<file path="src/rtl/sg_pkg.sv">
package sg_pkg;
    localparam int unsigned SG_XLEN   = 32;
    localparam int unsigned SG_IDX_W  = 5;
    localparam int unsigned SG_SRN_W  = 14;
    localparam int unsigned SG_CAUSE_W = 5;

    // Cause code shared with the privileged-instruction fault.
    localparam logic [SG_CAUSE_W-1:0] SG_CAUSE_STACK = 5'd7;

    typedef struct packed {
        logic [SG_XLEN-1:0] lo;
        logic [SG_XLEN-1:0] hi;
    } sg_limits_t;

    typedef struct packed {
        logic               exc;
        logic [SG_XLEN-1:0] ear;
        logic [SG_XLEN-1:0] esr;
    } sg_fault_t;
endpackage

</file>
<file path="src/rtl/sg_limit_regs.sv">
module sg_limit_regs
    import sg_pkg::*;
#(
    parameter int unsigned           XLEN   = SG_XLEN,
    parameter int unsigned           SRN_W  = SG_SRN_W,
    parameter logic [SRN_W-1:0]      LO_NUM = 14'h800,
    parameter logic [SRN_W-1:0]      HI_NUM = 14'h802
) (
    input  logic             clk,
    input  logic             rst_n,
    input  logic [SRN_W-1:0] sr_num,
    input  logic             sr_wr,
    input  logic [XLEN-1:0]  sr_wdata,
    output logic [XLEN-1:0]  sr_rdata,
    output logic [XLEN-1:0]  lim_lo,
    output logic [XLEN-1:0]  lim_hi
);
    logic            sel_lo, sel_hi;
    logic [XLEN-1:0] lo_d, lo_q, hi_d, hi_q;

    assign sel_lo = (sr_num == LO_NUM);
    assign sel_hi = (sr_num == HI_NUM);

    always_comb begin
        lo_d = lo_q;
        hi_d = hi_q;
        if (sr_wr && sel_lo) lo_d = sr_wdata;
        if (sr_wr && sel_hi) hi_d = sr_wdata;
    end

    // Reset opens the window completely.
    always_ff @(posedge clk or negedge rst_n) begin
        if (!rst_n) begin
            lo_q <= '0;
            hi_q <= '1;
        end else begin
            lo_q <= lo_d;
            hi_q <= hi_d;
        end
    end

    always_comb begin
        sr_rdata = '0;
        if (sel_lo)      sr_rdata = lo_q;
        else if (sel_hi) sr_rdata = hi_q;
    end

    assign lim_lo = lo_q;
    assign lim_hi = hi_q;

    assert_lo_write_R7: assert property (@(posedge clk) disable iff (!rst_n)
        ($past(rst_n) && $past(sr_wr) && $past(sr_num) == LO_NUM) |-> lim_lo == $past(sr_wdata));
    assert_hi_write_R7: assert property (@(posedge clk) disable iff (!rst_n)
        ($past(rst_n) && $past(sr_wr) && $past(sr_num) == HI_NUM) |-> lim_hi == $past(sr_wdata));
    assert_reset_open_R8: assert property (@(posedge clk) disable iff (!rst_n)
        !$past(rst_n) |-> (lim_lo == '0 && lim_hi == '1));
endmodule

</file>
<file path="src/rtl/sg_addr_gen.sv">
module sg_addr_gen
    import sg_pkg::*;
#(
    parameter int unsigned          XLEN   = SG_XLEN,
    parameter int unsigned          IDX_W  = SG_IDX_W,
    parameter logic [IDX_W-1:0]     SP_IDX = 5'd1
) (
    input  logic             ls_valid,
    input  logic [IDX_W-1:0] ra_idx,
    input  logic [IDX_W-1:0] rb_idx,
    input  logic [XLEN-1:0]  op_a,
    input  logic [XLEN-1:0]  op_b,
    input  logic [XLEN-1:0]  imm,
    input  logic             imm_form,
    output logic [XLEN-1:0]  addr,
    output logic             check_en
);
    logic [XLEN-1:0] addend;
    logic            a_is_sp, b_is_sp;

    assign addend  = imm_form ? imm : op_b;
    assign addr    = op_a + addend;
    assign a_is_sp = (ra_idx == SP_IDX);
    // The B index only names a register in the register-register form.
    assign b_is_sp = !imm_form && (rb_idx == SP_IDX);
    assign check_en = ls_valid && (a_is_sp || b_is_sp);
endmodule

</file>
<file path="src/rtl/sg_bound_cmp.sv">
module sg_bound_cmp
    import sg_pkg::*;
#(
    parameter int unsigned XLEN = SG_XLEN
) (
    input  logic [XLEN-1:0] addr,
    input  logic [XLEN-1:0] lim_lo,
    input  logic [XLEN-1:0] lim_hi,
    output logic            outside
);
    logic below, above;
    // Unsigned compares; both limits are inside the window.
    assign below   = addr < lim_lo;
    assign above   = addr > lim_hi;
    assign outside = below || above;
endmodule

</file>
<file path="src/rtl/stack_guard.sv">
module stack_guard
    import sg_pkg::*;
#(
    parameter int unsigned XLEN    = SG_XLEN,
    parameter int unsigned IDX_W   = SG_IDX_W,
    parameter int unsigned SRN_W   = SG_SRN_W,
    parameter int unsigned CAUSE_W = SG_CAUSE_W
) (
    input  logic             clk,
    input  logic             rst_n,
    input  logic             ls_valid,
    input  logic [IDX_W-1:0] ra_idx,
    input  logic [IDX_W-1:0] rb_idx,
    input  logic [XLEN-1:0]  op_a,
    input  logic [XLEN-1:0]  op_b,
    input  logic [XLEN-1:0]  imm,
    input  logic             imm_form,
    input  logic [SRN_W-1:0] sr_num,
    input  logic             sr_wr,
    input  logic [XLEN-1:0]  sr_wdata,
    output logic [XLEN-1:0]  sr_rdata,
    output logic [XLEN-1:0]  eff_addr,
    output logic             exc_pulse,
    output logic [XLEN-1:0]  exc_addr,
    output logic [XLEN-1:0]  exc_status
);
    localparam logic [XLEN-1:0] STATUS_VAL = XLEN'(SG_CAUSE_STACK);

    logic [XLEN-1:0] lim_lo, lim_hi;
    logic            check_en, outside, fault;
    sg_fault_t       st_d, st_q;

    sg_limit_regs #(.XLEN(XLEN), .SRN_W(SRN_W)) i_limits (
        .clk(clk), .rst_n(rst_n), .sr_num(sr_num), .sr_wr(sr_wr),
        .sr_wdata(sr_wdata), .sr_rdata(sr_rdata),
        .lim_lo(lim_lo), .lim_hi(lim_hi)
    );

    sg_addr_gen #(.XLEN(XLEN), .IDX_W(IDX_W)) i_addr (
        .ls_valid(ls_valid), .ra_idx(ra_idx), .rb_idx(rb_idx),
        .op_a(op_a), .op_b(op_b), .imm(imm), .imm_form(imm_form),
        .addr(eff_addr), .check_en(check_en)
    );

    sg_bound_cmp #(.XLEN(XLEN)) i_cmp (
        .addr(eff_addr), .lim_lo(lim_lo), .lim_hi(lim_hi), .outside(outside)
    );

    assign fault = check_en && outside;

    always_comb begin
        st_d     = st_q;
        st_d.exc = fault;
        if (fault) begin
            st_d.ear = eff_addr;
            st_d.esr = STATUS_VAL;
        end
    end

    always_ff @(posedge clk or negedge rst_n) begin
        if (!rst_n) st_q <= '0;
        else        st_q <= st_d;
    end

    assign exc_pulse  = st_q.exc;
    assign exc_addr   = st_q.ear;
    assign exc_status = st_q.esr;

    assert_idle_quiet_R9: assert property (@(posedge clk) disable iff (!rst_n)
        !ls_valid |=> !exc_pulse);
    assert_ear_capture_R5: assert property (@(posedge clk) disable iff (!rst_n)
        exc_pulse |-> exc_addr == $past(eff_addr));
    assert_cause_code_R6: assert property (@(posedge clk) disable iff (!rst_n)
        exc_pulse |-> exc_status == 32'h7);
    assert_sp_only_R2: assert property (@(posedge clk) disable iff (!rst_n)
        (ls_valid && ra_idx != 5'd1 && (imm_form || rb_idx != 5'd1)) |=> !exc_pulse);
    assert_hold_R10: assert property (@(posedge clk) disable iff (!rst_n)
        ($past(rst_n) && !exc_pulse) |-> ($stable(exc_addr) && $stable(exc_status)));
endmodule

</file>
<file path="config.mk">
export PLATFORM = sky130hd
export DESIGN_NAME = stack_guard
export DESIGN_NICKNAME = d
export VERILOG_FILES = /design/src/rtl/sg_pkg.sv /design/src/rtl/sg_limit_regs.sv /design/src/rtl/sg_addr_gen.sv /design/src/rtl/sg_bound_cmp.sv /design/src/rtl/stack_guard.sv
export SDC_FILE = /design/constraint.sdc
export NUM_CORES = 1
export LEC_CHECK = 0
export BUFFER_PORTS_ARGS = -buffer_cell sky130_fd_sc_hd__buf_2
export CAP_MARGIN = 40
export CORE_ASPECT_RATIO = 1.1
export CORE_MARGIN = 8
export CORE_UTILIZATION = 47
export DETAILED_ROUTE_END_ITERATION = 10
export PLACE_DENSITY = 0.79
export SLEW_MARGIN = 20
export SYNTH_ARGS = -nofsm -noshare
export SYNTH_HDL_FRONTEND = slang
export SYNTH_SLANG_ARGS = --single-unit
</file>
<file path="constraint.sdc">
create_clock -name clk -period 2.8 [get_ports clk]
set_input_delay 0 -clock clk [delete_from_list [all_inputs] [get_ports clk]]
set_output_delay 0 -clock clk [all_outputs]
set_load 0.01 [all_outputs]
</file>
==> results by group <==
STA
  • # setup viols final: 44
  • Min Tclk post-route: 4.58 ns
  • RSZ-0062 raised after global routing: yes
  • Final slew viol count: 0
  • Final worst slack: -1.78 ns
  • Worst slew pin tran: 0.722 ns
  • Period utilization: 164%
  • Slew HR: 51.9%
  • Fmax: 218 MHz
  • Final-report hold violation count: 0
  • Clock Skew: 0.0112 ns

Detailed routing
  • DRT iter0 DRCs: 580
  • Total number of vias: 8706
  • WL per Instance: 20.3 um
  • TritonRoute pass-1 iters: 5
  • Drt total wl: 32.1 mm
  • # DRC: 0
  • DR vias/cell: 5.51
  • ANT nets after route: 0

Job
  • Max-cap viol count: 0

Placement
  • Detail Placement HPWL: 22.6 mm
  • Placed cell count: 1500
  • Final GP Congestion: 0.919
  • PortBufs: 256
  • Placed Area: 11000 um^2

Synthesis
  • Synth top cells by count: 94 x ha_1, 72 x inv_1, 71 x nand2_1
  • Cell taking the most area after synthesis: dfrtp_1
  • Post-synthesis sequential area ratio: 30.5%
  • Ys flop type: dfrtp_1
  • Syn Area/Cell: 9.31 um^2
  • EDFF count, synth: 0
  • Simple-Gate Fraction of Synth Area: 12.3%
  • XOR/XNOR share of the synthesized area: 3.22%
  • Adder-cell area share of the yosys netlist: 14.6%
  • Async S/R FF share, synth: 100%
  • Syn Std Cell Area: 8170 um^2
  • Share of the synthesized area in the top cell type: 20.2%
  • Synth unique cells: 76
  • Largest family of logic cells by synthesized area: multiplexers
  • Warnings, synthesis: 0
  • Mux cell area share after synthesis: 16.6%
  • Most frequent cell after synthesis: ha_1
  • Compound-Gate Fraction of Synth Area: 14.4%
  • Syn Inst Count: 877
  • Synthesized flop and latch total: 98
  • Top cells by area, synth: dfrtp_1 20%, ha_1 14%, dfstp_2 10%

Setup path
  • CP Cell Sequence: bufbuf_16 -> buf_4 -> mux2_2 -> ha_1 -> buf_4 -> a21o_1 -> a21o_1 -> a21o_1 -> a21oi_1 -> o21ai_0 -> o22ai_2 -> xnor2_2 -> ha_1 -> nand4_1 -> nor2_2 -> nand3_2 -> a2111o_1 -> and4b_1 -> nor2_4 -> inv_4 -> buf_12 -> buf_12 -> mux2_4
  • Most frequent CP cell: a21o_1
  • Crit start category: primary input
  • CP arrival: 4.82 ns
  • Critical path endpoint category: flop
  • WP data required: 3.04 ns
  • FF-to-FF path depth: 12
  • Crit path kind: primary input to flop
  • CP max FO: 8
  • Crit-path slowest cell: a2111o_1
  • Critical Path Max Stage Delay: 0.44 ns

Floorplan
  • IO Pins: 286
  • Core area: 17000 um^2
  • Die H: 154 um
  • Row cnt: 50
  • Die area: 21900 um^2
  • Chip Width: 142 um
  • Initial Util: 48.0%

Pwr
  • Leakage: 0.00630 uW
  • P per Cell Area: 534 nW/um^2
  • Max IR drop VDD: 548 uV

Min path
  • Hold depth: 5
  • Hold Path Class: primary input to flop

Layout
  • Fin nets: 1593
  • Syn-to-layout area delta: 53.5%
  • Antenna cell count: 0
  • Share of layout cells above drive strength 1: 50.7%
  • Non-Filler Instances: 1580
  • Final Instance Area: 12500 um^2

Clock tree
  • CTS Buf Count: 9
  • Deepest clock path buffer count: 2
  • CTS Root Buffer Type: clkbuf_16
  • TritonCTS clock tree: done
  • Worst-path clk slew: 0.08 ns
  • CTS HTree Levels: 3
  • CTS sink count: 98
  • Clock latency on the worst-skew pair: 0.36 ns

Global routing
  • Largest net degree at the start of global routing: 53
  • Vias in the first global route: 9319
  • Antenna violations before repair: 0
  • First-pass GRT wire length: 47.9 mm
  • GRT overflow: 0
  • GRT Util Overall: 27.5%

Run status
  • Run status: finished, violations left
  • Failing checks: setup timing
==> area by class of cell <==
class | instances | area, um^2
multi-input combinational | 670 | 5820
clock inverter | 7 | 90.1
inverter | 73 | 277
tap | 234 | 293
fill | 1148 | 4480
clock buffer | 9 | 225
timing repair buffer | 489 | 3340
sequential | 98 | 2490
==> layout by cell type (no fill, tap or decap), drive strengths merged, types with 22 or more instances in the layout <==
master,Yosys,routed
nor2,59,59
dfstp,32,32
mux2,91,91
a21oi,52,52
a21o,22,22
mux2i,33,33
o21ai,58,58
ha,94,94
buf,42,455
nand2,72,72
inv,73,78
conb,1,29
dlygate4sd3,0,33
dfrtp,66,66
==> logic make-up after synthesis <==
| family | Yosys count |
|---|---|
| and+or+nand+nor | 209 |
| AOI/OAI and AO/OA | 183 |
| buffers and inverters | 137 |
| muxes | 124 |
| DFF | 98 |
| adders and majority gates | 95 |
| xor gates and xnor gates | 30 |
| other | 1 |
==> critical path: cells and delay by family <==
family	cells	cell delay (ns)
fa+ha+maj	2	0.60
buf+inv	6	0.92
xor+xnor	1	0.13
compound gates	7	1.67
simple gates	5	0.81
mux	2	0.68
==> through the flow <==
step	TNS [ns]	worst slack [ns]	power [uW]	util, %	hold slack, ns
global route	-63.47	-1.92	7000	73.7	0.172
floorplan	-52.48	-1.61	3270	-	-0.296
finish	-57.36	-1.78	6690	73.7	0.167
global placement	-70.09	-2.07	4580	64.4	0.216
CTS	-52.00	-1.58	6340	71.5	0.147
detailed placement	-78.95	-2.32	4680	64.5	0.0824
==> state kept, by name, summed over array words and instances (netlist names) <==
name and flops:
i_limits.lim_lo 32, exc_pulse 1, i_limits.lim_hi 32, exc_addr 32
exc_status 1
==> layer usage <==
| layer | share of wire, % | GRT usage (%) | routed length (um) |
|---|---|---|---|
| met1 | 38 | 29.9 | 12000 |
| met4 | 5.3 | 14.0 | 1690 |
| met3 | 6.6 | 6.07 | 2110 |
| met5 | 0 | 0 | 0 |
| met2 | 51 | 49.3 | 16300 |
==> path summary, 6_finish.rpt <==
path / from / to / slack [ns]
max: imm_form / exc_addr[7]$_DFFE_PN0P_ / -1.78
min: sr_wr / i_limits.lim_lo[28]$_DFFE_PN0P_ / 0.17
max reg2reg: i_limits.lim_hi[5]$_DFFE_PN1P_ / exc_addr[7]$_DFFE_PN0P_ / -0.21
min reg2reg: exc_addr[0]$_DFFE_PN0P_ / exc_addr[0]$_DFFE_PN0P_ / 0.49
max in group asynchronous: rst_n / exc_addr[28]$_DFFE_PN0P_ / 1.64
min in group asynchronous: rst_n / i_limits.lim_lo[8]$_DFFE_PN0P_ / 0.24
==> repair_timing <==
item | in CTS | in global routing
gates resized for setup | 68 | 60
endpoints found under the hold margin | 100 | 0
gates cloned | 3 | 0
endpoints found under the setup margin | 49 | 51
hold buffers | 33 | 0
setup buffers | 16 | 16
pin swaps | 16 | 34
==> where the power goes <==
group,internal [uW],switching [uW]
combinational,1770,1720
clock,722,642
sequential,1650,188
Note: power is estimated with default switching activity, not from simulation.
